`src/rtl/ssc_pkg.sv`:
```
package ssc_pkg;

  typedef enum logic [1:0] {
    WM_OFF   = 2'b00,
    WM_THREE = 2'b01,
    WM_TWO   = 2'b10,
    WM_RSVD  = 2'b11
  } wmode_e;

  typedef enum logic [1:0] {
    CS_SOFT     = 2'b00,
    CS_TIMER    = 2'b01,
    CS_PIN_RISE = 2'b10,
    CS_PIN_FALL = 2'b11
  } csrc_e;

  typedef struct packed {
    logic   done_ie;
    logic   start_ie;
    csrc_e  src;
    wmode_e wmode;
  } ctrl_t;

  localparam int CTRL_W = 6;

  localparam logic [1:0] A_DATA   = 2'd0;
  localparam logic [1:0] A_STATUS = 2'd1;
  localparam logic [1:0] A_CTRL   = 2'd2;
  localparam logic [1:0] A_STROBE = 2'd3;

endpackage

```
`src/rtl/ssc_sync.sv`:
```
module ssc_sync #(
  parameter int W      = 2,
  parameter int STAGES = 2
) (
  input  logic         clk,
  input  logic         rst_n,
  input  logic [W-1:0] d,
  output logic [W-1:0] q
);
  localparam int CHAIN_W = W * STAGES;

  logic [CHAIN_W-1:0] chain_q;
  logic [CHAIN_W-1:0] chain_d;

  generate
    if (STAGES == 1) begin : g_one
      always_comb chain_d = d;
    end else begin : g_many
      always_comb chain_d = {chain_q[CHAIN_W-W-1:0], d};
    end
  endgenerate

  always_ff @(posedge clk or negedge rst_n) begin
    if (!rst_n) chain_q <= '0;
    else        chain_q <= chain_d;
  end

  assign q = chain_q[CHAIN_W-1 -: W];
endmodule

```
`src/rtl/ssc_edge_counter.sv`:
```
module ssc_edge_counter #(
  parameter int CNT_W = 4
) (
  input  logic             clk,
  input  logic             rst_n,
  input  logic             load,
  input  logic [CNT_W-1:0] load_val,
  input  logic             inc,
  output logic [CNT_W-1:0] cnt,
  output logic             wrap
);
  localparam logic [CNT_W-1:0] CNT_MAX = '1;

  logic [CNT_W-1:0] cnt_q;
  logic [CNT_W-1:0] cnt_d;

  always_comb begin
    cnt_d = cnt_q;
    wrap  = 1'b0;
    if (load) begin
      cnt_d = load_val;
    end else if (inc) begin
      cnt_d = cnt_q + 1'b1;
      wrap  = (cnt_q == CNT_MAX);
    end
  end

  always_ff @(posedge clk or negedge rst_n) begin
    if (!rst_n) cnt_q <= '0;
    else        cnt_q <= cnt_d;
  end

  assign cnt = cnt_q;

  AST_CNT_STEP: assert property (@(posedge clk) disable iff (!rst_n)
    (inc && !load) |=> (cnt_q == $past(cnt_q) + 1'b1));
endmodule

```
`src/rtl/ssc_start_detect.sv`:
```
module ssc_start_detect (
  input  logic clk,
  input  logic rst_n,
  input  logic enable,
  input  logic sda,
  input  logic scl,
  output logic start_set
);
  logic sda_prev_q;

  always_ff @(posedge clk or negedge rst_n) begin
    if (!rst_n) sda_prev_q <= 1'b0;
    else        sda_prev_q <= sda;
  end

  always_comb start_set = enable & sda_prev_q & ~sda & scl;
endmodule

```
`src/rtl/ssc_shifter.sv`:
```
module ssc_shifter #(
  parameter int DATA_W = 8
) (
  input  logic              clk,
  input  logic              rst_n,
  input  logic              load,
  input  logic [DATA_W-1:0] load_val,
  input  logic              shift,
  input  logic              din,
  input  logic              latch_open,
  output logic [DATA_W-1:0] data,
  output logic              out_bit
);
  logic [DATA_W-1:0] data_q, data_d;
  logic              out_q, out_d;

  always_comb begin
    data_d = data_q;
    if (load)       data_d = load_val;
    else if (shift) data_d = {data_q[DATA_W-2:0], din};
    out_d = latch_open ? data_q[DATA_W-1] : out_q;
  end

  always_ff @(posedge clk or negedge rst_n) begin
    if (!rst_n) begin
      data_q <= '0;
      out_q  <= 1'b0;
    end else begin
      data_q <= data_d;
      out_q  <= out_d;
    end
  end

  assign data    = data_q;
  assign out_bit = out_q;

  AST_SHIFT_LEFT: assert property (@(posedge clk) disable iff (!rst_n)
    (shift && !load) |=> (data_q == {$past(data_q[DATA_W-2:0]), $past(din)}));
endmodule

```
`src/rtl/sync_serial_core.sv`:
```
module sync_serial_core
  import ssc_pkg::*;
#(
  parameter int DATA_W      = 8,
  parameter int CNT_W       = 4,
  parameter int SYNC_STAGES = 2
) (
  input  logic              clk,
  input  logic              rst_n,
  input  logic [1:0]        bus_addr,
  input  logic              bus_we,
  input  logic [DATA_W-1:0] bus_wdata,
  output logic [DATA_W-1:0] bus_rdata,
  input  logic              tmr_strobe,
  input  logic              pin_sck_i,
  output logic              pin_sck_o,
  output logic              pin_sck_oe,
  input  logic              pin_di_i,
  output logic              pin_do_o,
  output logic              pin_do_oe,
  output logic              pin_sda_oe,
  output logic              irq_start,
  output logic              irq_done
);
  localparam int STAT_PAD = DATA_W - 2 - CNT_W;
  localparam int CTRL_PAD = DATA_W - CTRL_W;
  localparam int BIT_ST   = DATA_W - 1;
  localparam int BIT_DN   = DATA_W - 2;

  // reset: asserted asynchronously, released on the clock
  logic [1:0] rst_pipe_q;
  logic       rst_ni;

  always_ff @(posedge clk or negedge rst_n) begin
    if (!rst_n) rst_pipe_q <= 2'b00;
    else        rst_pipe_q <= {rst_pipe_q[0], 1'b1};
  end
  assign rst_ni = rst_pipe_q[1];

  // pin synchronizers
  logic sck_s, di_s;
  ssc_sync #(.W(2), .STAGES(SYNC_STAGES)) u_sync (
    .clk(clk), .rst_n(rst_ni), .d({pin_sck_i, pin_di_i}), .q({sck_s, di_s})
  );

  // bus decode
  logic wr_data, wr_stat, wr_ctrl, wr_strb;
  always_comb begin
    wr_data = bus_we & (bus_addr == A_DATA);
    wr_stat = bus_we & (bus_addr == A_STATUS);
    wr_ctrl = bus_we & (bus_addr == A_CTRL);
    wr_strb = bus_we & (bus_addr == A_STROBE);
  end

  // state
  ctrl_t ctrl_q, ctrl_d;
  logic  sck_out_q, sck_out_d;
  logic  sck_prev_q;
  logic  start_q, start_d;
  logic  done_q, done_d;

  // clock event generation
  logic int_src, tog_evt, edge_evt, new_lvl, cur_lvl, samp_pol;
  logic sample_evt, latch_open;

  always_comb begin
    int_src  = (ctrl_q.src == CS_SOFT) || (ctrl_q.src == CS_TIMER);
    tog_evt  = ((ctrl_q.src == CS_SOFT)  && wr_strb && bus_wdata[0]) ||
               ((ctrl_q.src == CS_TIMER) && tmr_strobe);
    samp_pol = (ctrl_q.src != CS_PIN_FALL);
    if (int_src) begin
      edge_evt = tog_evt;
      new_lvl  = ~sck_out_q;
      cur_lvl  = sck_out_q;
    end else begin
      edge_evt = (sck_s != sck_prev_q);
      new_lvl  = sck_s;
      cur_lvl  = sck_s;
    end
    sample_evt = edge_evt && (new_lvl == samp_pol);
    latch_open = (cur_lvl != samp_pol);
    sck_out_d  = tog_evt ? ~sck_out_q : sck_out_q;
  end

  // counter and shifter
  logic [CNT_W-1:0]  cnt;
  logic              cnt_wrap;
  logic [DATA_W-1:0] data;
  logic              out_bit;

  ssc_edge_counter #(.CNT_W(CNT_W)) u_cnt (
    .clk(clk), .rst_n(rst_ni), .load(wr_stat), .load_val(bus_wdata[CNT_W-1:0]),
    .inc(edge_evt), .cnt(cnt), .wrap(cnt_wrap)
  );

  ssc_shifter #(.DATA_W(DATA_W)) u_shf (
    .clk(clk), .rst_n(rst_ni), .load(wr_data), .load_val(bus_wdata),
    .shift(sample_evt), .din(di_s), .latch_open(latch_open),
    .data(data), .out_bit(out_bit)
  );

  // start detector
  logic start_set;
  ssc_start_detect u_start (
    .clk(clk), .rst_n(rst_ni), .enable(ctrl_q.wmode == WM_TWO),
    .sda(di_s), .scl(sck_s), .start_set(start_set)
  );

  // flags and control next state
  always_comb begin
    ctrl_d  = wr_ctrl ? ctrl_t'(bus_wdata[CTRL_W-1:0]) : ctrl_q;
    start_d = (start_q & ~(wr_stat & bus_wdata[BIT_ST])) | start_set;
    done_d  = (done_q  & ~(wr_stat & bus_wdata[BIT_DN])) | cnt_wrap;
  end

  always_ff @(posedge clk or negedge rst_ni) begin
    if (!rst_ni) begin
      ctrl_q     <= '0;
      sck_out_q  <= 1'b0;
      sck_prev_q <= 1'b0;
      start_q    <= 1'b0;
      done_q     <= 1'b0;
    end else begin
      ctrl_q     <= ctrl_d;
      sck_out_q  <= sck_out_d;
      sck_prev_q <= sck_s;
      start_q    <= start_d;
      done_q     <= done_d;
    end
  end

  // pins
  logic hold;
  always_comb begin
    hold       = (ctrl_q.wmode == WM_TWO) && (start_q || done_q);
    pin_do_o   = out_bit;
    pin_sck_o  = 1'b0;
    pin_sck_oe = 1'b0;
    pin_do_oe  = 1'b0;
    pin_sda_oe = 1'b0;
    case (ctrl_q.wmode)
      WM_THREE: begin
        pin_sck_o  = sck_out_q;
        pin_sck_oe = int_src;
        pin_do_oe  = 1'b1;
      end
      WM_TWO: begin
        pin_sck_oe = hold || (int_src && !sck_out_q);
        pin_sda_oe = ~out_bit;
      end
      default: ;
    endcase
    irq_start = start_q & ctrl_q.start_ie;
    irq_done  = done_q  & ctrl_q.done_ie;
  end

  // read mux
  always_comb begin
    case (bus_addr)
      A_DATA:   bus_rdata = data;
      A_STATUS: bus_rdata = {start_q, done_q, {STAT_PAD{1'b0}}, cnt};
      A_CTRL:   bus_rdata = {{CTRL_PAD{1'b0}}, ctrl_q};
      default:  bus_rdata = '0;
    endcase
  end

  AST_WRAP_SETS_DONE: assert property (@(posedge clk) disable iff (!rst_ni)
    cnt_wrap |=> done_q);
  AST_OUT_HOLD: assert property (@(posedge clk) disable iff (!rst_ni)
    (ctrl_q.wmode == WM_THREE && !latch_open && !wr_ctrl) |=> $stable(pin_do_o));
  AST_DATA_OE_EXCL: assert property (@(posedge clk) disable iff (!rst_ni)
    !(pin_do_oe && pin_sda_oe));
  AST_START_TWO_ONLY: assert property (@(posedge clk) disable iff (!rst_ni)
    $rose(start_q) |-> ($past(ctrl_q.wmode) == WM_TWO));
  AST_SCL_HOLD: assert property (@(posedge clk) disable iff (!rst_ni)
    (ctrl_q.wmode == WM_TWO && (start_q || done_q)) |-> (pin_sck_oe && !pin_sck_o));
  AST_IRQ_DONE_SRC: assert property (@(posedge clk) disable iff (!rst_ni)
    irq_done |-> done_q);
endmodule

```
`config.mk`:
```
export PLATFORM = sky130hd
export DESIGN_NAME = sync_serial_core
export DESIGN_NICKNAME = d
export VERILOG_FILES = /design/src/rtl/ssc_pkg.sv /design/src/rtl/ssc_sync.sv /design/src/rtl/ssc_edge_counter.sv /design/src/rtl/ssc_start_detect.sv /design/src/rtl/ssc_shifter.sv /design/src/rtl/sync_serial_core.sv
export SDC_FILE = /design/constraint.sdc
export NUM_CORES = 1
export LEC_CHECK = 0
export BUFFER_PORTS_ARGS = -buffer_cell sky130_fd_sc_hd__buf_2
export CAP_MARGIN = 20
export CORE_MARGIN = 5
export CORE_UTILIZATION = 42
export CTS_BUF_LIST = sky130_fd_sc_hd__clkbuf_2
export DETAILED_ROUTE_END_ITERATION = 8
export PLACE_DENSITY = 0.67
export SLEW_MARGIN = 5
export SYNTH_ARGS = -nofsm -noshare
export SYNTH_HDL_FRONTEND = slang
export SYNTH_SLANG_ARGS = --single-unit
```
`constraint.sdc`:
```
create_clock -name clk -period 1.43 [get_ports clk]
set_input_delay 0.3575 -clock clk [delete_from_list [all_inputs] [get_ports clk]]
set_output_delay 0.3575 -clock clk [all_outputs]
set_load 0.005 [all_outputs]
```
# --- Word level (Yosys, flattened, before mapping) ---
# Index checks and enable logic that the tools add are counted.
totals:
  ff_bits: 30
  latchBits: 0
  ram_bits: 0
  rom_bits: 0
  in_bits: 16
  memories: 0
op_classes:
  addsub: 1
  n_mul: 0
  n_div: 0
  magnitude_cmp: 0
  n_eq_ne: 11
  n_shift: 0
  mux: 14
  bitwise: 20
  n_reduce_logical: 15
ops:
  columns: ["operator", "count"]
  rows:
  - ["one-hot mux 8 bit (3 select lines)", 1]
  - ["2-to-1 mux 8 bit", 2]
  - ["bitwise AND 1 bit", 13]
  - ["2-to-1 mux 1 bit", 8]
  - ["2-to-1 mux 4 bit", 2]
  - ["equality test 2 x 1 -> 1 bit (second input constant)", 3]
  - ["equality test 2 bit (second input constant)", 3]
  - ["logical AND 1 bit", 6]
  - ["inverter 1 bit", 5]
  - ["adder 4 x 1 -> 4 bit (second input constant)", 1]
  - ["equality test 4 bit (second input constant)", 1]
  - ["zero test 2 bit", 2]
  - ["logical OR 1 bit", 4]
  - ["nonzero test 2 bit", 2]
  - ["inequality test 1 bit", 2]
  - ["inequality test 2 bit (second input constant)", 1]
  - ["bitwise OR 1 bit", 2]
  - ["one-hot mux 1 bit (2 select lines)", 1]
  - ["equality test 1 bit", 1]
  - ["zero test 1 bit", 1]

# --- Depth between registers and ports, before layout ---
depth:
  depth_word: 9
  depth_mapped: 7

# --- Cells and area by module ---
# From an unflattened synthesis, not the netlist that was laid out.
unflattened:
  cells_unflattened: 143
  hier_area_um2: 1542.7
modules_own_cells:
  columns: ["mod", "instances", "cells_each", "area_each_um2", "seq_area_each_um2"]
  rows:
  - ["sync_serial_core", 1, 78, 768.2, 300.3]
  - ["ssc_shifter", 1, 36, 409.1, 225.2]
  - ["ssc_edge_counter", 1, 21, 215.2, 100.1]
  - ["ssc_sync", 1, 6, 115.1, 100.1]
  - ["ssc_start_detect", 1, 2, 35.0, 25.0]

# --- Worst setup path after synthesis ---
# Ideal clock, no wire load.
synth_path:
  kind: "register -> register"
  startpoint: "register ctrl_q[2] in the netlist's numbering"
  endpoint: "register u_cnt.cnt_q[3], in the netlist u_cnt.cnt[3]"
  setup_ns: 0.125
  arrival_time_ns: 1.333
  t_required_ns: 1.305
  path_slack_ns: -0.027
  stages_incl_launch_ff: 6
  n_path_buf: 0
  synth_period_minus_slack_ns: 1.457
  cell_sequence: "dfrtp_1 -> and2b_1 -> nor3_4 -> o2111ai_1 -> xnor2_1 -> mux2_2"
synth_between:
  elab_chain_len: 6
  word_cells_on_any_way: 9
  cone_classes: "eq/ne (1); mux (1); reduce/logical (7)"
synth_rtl:
  columns: ["item", "line", "text"]
  rows:
  - ["from (decl)", "sync_serial_core.sv:56", "ctrl_t ctrl_q, ctrl_d;"]
  - ["from (signal assigned)", "sync_serial_core.sv:124", "ctrl_q <= ctrl_d;"]
  - ["zero test 2 bit", "sync_serial_core.sv:67, sync_serial_core.sv:68", null]
  - ["logical AND 1 bit (2 in series)", "sync_serial_core.sv:68", "tog_evt = ((ctrl_q.src == CS_SOFT) && wr_strb && bus_wdata[0]) ||"]
  - ["logical OR 1 bit", "sync_serial_core.sv:68", null]
  - ["2-to-1 mux 1 bit *", "sync_serial_core.sv:71", "if (int_src) begin"]
  - ["nonzero test 2 bit (no source line) *", null, null]
  - ["to (signal assigned)", "ssc_edge_counter.sv:30", "else cnt_q <= cnt_d;"]
  - ["to (decl)", "ssc_edge_counter.sv:14", "logic [CNT_W-1:0] cnt_q;"]
# Mark *: on every way between the ends. The rest lies on a longest branch, timed or not.
# A chain may end at the register's enable or synchronous reset.

# --- Worst setup path in the final report ---
layout_path:
  startpoint: "register ctrl_q[0] in the netlist's numbering"
  endpoint: "output port pin_sck_oe"
layout_between:
  elab_chain_len: 4
  word_cells_on_any_way: 5
  cone_classes: "eq/ne (2); mux (1); reduce/logical (2)"
layout_rtl:
  columns: ["item", "line", "text"]
  rows:
  - ["equality test 2 bit", "sync_serial_core.sv:135, sync_serial_core.sv:141", null]
  - ["logical AND 1 bit", "sync_serial_core.sv:135", "hold = (ctrl_q.wmode == WM_TWO) && (start_q || done_q);"]
  - ["logical OR 1 bit", "sync_serial_core.sv:148", "pin_sck_oe = hold || (int_src && !sck_out_q);"]
  - ["one-hot mux 1 bit (2 select lines) *", "sync_serial_core.sv:141", "case (ctrl_q.wmode)"]
  - ["to (decl)", "sync_serial_core.sv:17", "output logic pin_sck_oe,"]
# Marked as above.

==> run metrics <==
clock sink count 30; Post-synth EDFFs 0; outcome complete, but fails checks; unrepaired setup endpoints after global routing yes; die area 4900 um^2; htree depth 2; wirelength, routed between 4000 and 5000 um; hold-critical path depth 1; post-detail-place hpwl about 2500 um; Max Fclk 558 MHz; worst-path fanout max 3; R2R setup slack -140 ps; post-route setup slack -362 ps; worst hold-check path type in2reg; clock transition at the registers of the reported paths approximately 200 ps; largest net degree at the start of global routing 29; clock share of power 0.123; WS Path Type reg2out; Layout Skew about 43 ps; share of cells above drive strength 1 0.612; Worst-Skew Late Latency 380 ps; Post-layout nets 227; Routed wire per std cell between 15 and 20 um; I/O Pins 31; sequential share of the synthesized area 0.497; design area ~2300 um^2; final antenna-violating net count 0; Synth Area per Inst around 11 um^2; commonest non-fill, non-tap cell in the layout buf_2; CTS buffer count 5; number of synthesized register bits 30; r2r worst-path depth 6; GPL Wtd Cong ~0.77; ys async rst share 1.00; starting density of the core 0.442; FF-to-FF End u_shf.data[5]$_DFFE_PN0P_; distinct cell type count after synthesis 31; pwr dens between 1000 and 1500 nW/um^2; area grow syn2layout 52.5%; Synthesized Nets approximately 160; most frequent cells in the layout buf_2, dfrtp_1, buf_4, mux2i_1, buf_6; Residual DRC 0; DP Area around 1800 um^2; max cap viols 0; number of diodes 0; Critical Path RT 1070 ps; hold path start pin_sck_i; total gr overflow 0; DR iter-0 viols 44; leakage power roughly 1.1 nW; crit path DAT about 1400 ps; initial antenna violation count 0; Most used DFF post-synth dfrtp_1; CTS root buffer clkbuf_2; IO buf count 30; fin crit period about 1800 ps; Final Hold Fails 0; fin. max-slew vios 0; kind of end point of the critical path output pin; clock tree from TritonCTS built; P_sw approximately 1.2 mW; Yosys warning count 0; internal power ~2.1 mW; Logic pwr share 0.483; crit start category register; vias 1293; Final Cycle Share 1.25; Syn Inst Count ~140; vias in the first global route approximately 1400; failing checks negative setup slack; die span in y about 70 um; WHS Endpoint u_sync.chain_q[1]$_DFF_PN0_; final setup fails 27; first-pass GRT wire length 6660 um; Sw Ratio 0.369; Worst R2R Start ctrl_q[2]$_DFFE_PN0P_; Peak supply drop 0.743 mV; width of the die 70.0 um; Cell Area, Synth between 1500 and 2000 um^2; gr usage total 0.175; setup TNS -3510 ps; Bufs on Longest Clock Path 2; TritonRoute pass-1 iters 4; via density per instance a little over 5; core area 3420 um^2; Rows 21; Flop pwr share 0.394
kinds of logic (layout without fill, tap and decap cells):
family	after synthesis	count (layout)	synth area share
and+or+nand+nor	40	40	0.132
DFF	30	30	0.497
muxes	26	26	0.179
AOI/OAI and AO/OA	24	24	0.100
buffers and inverters	7	79	0.0298
xor gates and xnor gates	6	6	0.0348
adders and majority gates	3	3	0.0248
other	1	1	0.00248
per-layer routing:
| metal | track usage | routed length [um] | up-vias |
|---|---|---|---|
| met1 | 0.214 | 1790 | 636 |
| met2 | 0.271 | 2110 | 31 |
| li1 | - | - | 620 |
| met4 | 0.0872 | 78 | 0 |
| met5 | 0 | 0 | - |
| met3 | 0.0617 | 204 | 6 |
power groups by stage:
| stage | registers (mW) | logic, mW | clock network, mW |
|---|---|---|---|
| final | 1.33 | 1.63 | 0.415 |
| after global routing | 1.36 | 1.78 | 0.459 |
| after global placement | 1.34 | 0.863 | 0 |
| after detailed placement | 1.35 | 0.889 | 0 |
| after floorplan | 1.28 | 0.631 | 0 |
| after CTS | 1.30 | 1.42 | 0.421 |
worst max-delay path, cell delays in order (launching register included):
cell and delay (ps):
dfrtp_1 450, inv_1 80, ha_2 200, o31ai_2 80, a21oi_2 120, buf_2 120
stage by stage:
stage                      util  cells  total power, mW  setup WS, ps  hold WS [ps]
final                     0.675    255             3.38          -362           108
after global routing      0.675    255             3.60          -434          71.7
after CTS                 0.641    252             3.15          -364          77.0
after detailed placement  0.536    227             2.24          -209           143
after global placement    0.536    227             2.20          -217           142
after floorplan               -    137             1.91         -27.5          61.9
worst max path at each step:
stage	start	to	slack [ps]	depth (start not counted)
CTS	ctrl_q[0]$_DFFE_PN0P_	pin_sda_oe	-360	5
global placement	bus_we	u_cnt.cnt[3]$_DFFE_PN0P_	-220	6
global route	ctrl_q[0]$_DFFE_PN0P_	pin_sck_oe	-430	5
detailed placement	bus_we	u_cnt.cnt[3]$_DFFE_PN0P_	-210	6
floorplan	ctrl_q[2]$_DFFE_PN0P_	u_cnt.cnt[3]$_DFFE_PN0P_	-30	5
finish	ctrl_q[0]$_DFFE_PN0P_	pin_sck_oe	-360	5
what timing repair did:
item,CTS,global route
cloned,1,0
setup buffers,15,5
endpoints found under the setup margin,25,29
hold endpoints to repair,2,0
hold buffers,1,0
pin swaps,13,9
gates resized for setup,45,27
Yosys cell counts (2+ instances only):
master / n / area, um^2
buf_6: 2 / 22.5
a21oi_1: 2 / 10.0
nand2_1: 20 / 75.1
buf_2: 3 / 15.0
inv_1: 2 / 7.51
ha_1: 3 / 37.5
o21ai_0: 4 / 20.0
mux2_2: 8 / 90.1
nor2b_1: 2 / 12.5
xnor2_1: 2 / 17.5
and2_1: 4 / 25.0
nor2_1: 6 / 22.5
mux2i_1: 18 / 180
xor2_1: 4 / 35.0
o21ai_1: 12 / 60.1
dfrtp_1: 30 / 751
cell type report:
type | count | area [um^2]
Sequential cell | 30 | 756
Tap cell | 46 | 57.6
Clock inverter | 2 | 8.76
Timing Repair Buffer | 69 | 537
Multi-Input combinational cell | 100 | 908
Clock buffer | 6 | 30.0
Fill cell | 268 | 1110
Inverter | 2 | 7.51
registers in the layout, indices dropped and copies added, names as in the netlist:
signal	count
u_start.sda_prev_q	1
sck_prev_q	1
u_cnt.cnt	4
u_sync.chain_q	4
start_q	1
sck_out_q	1
rst_pipe_q	2
ctrl_q	6
done_q	1
u_shf.out_bit	1
u_shf.data	8
Note: power is estimated with default switching activity, not from simulation.
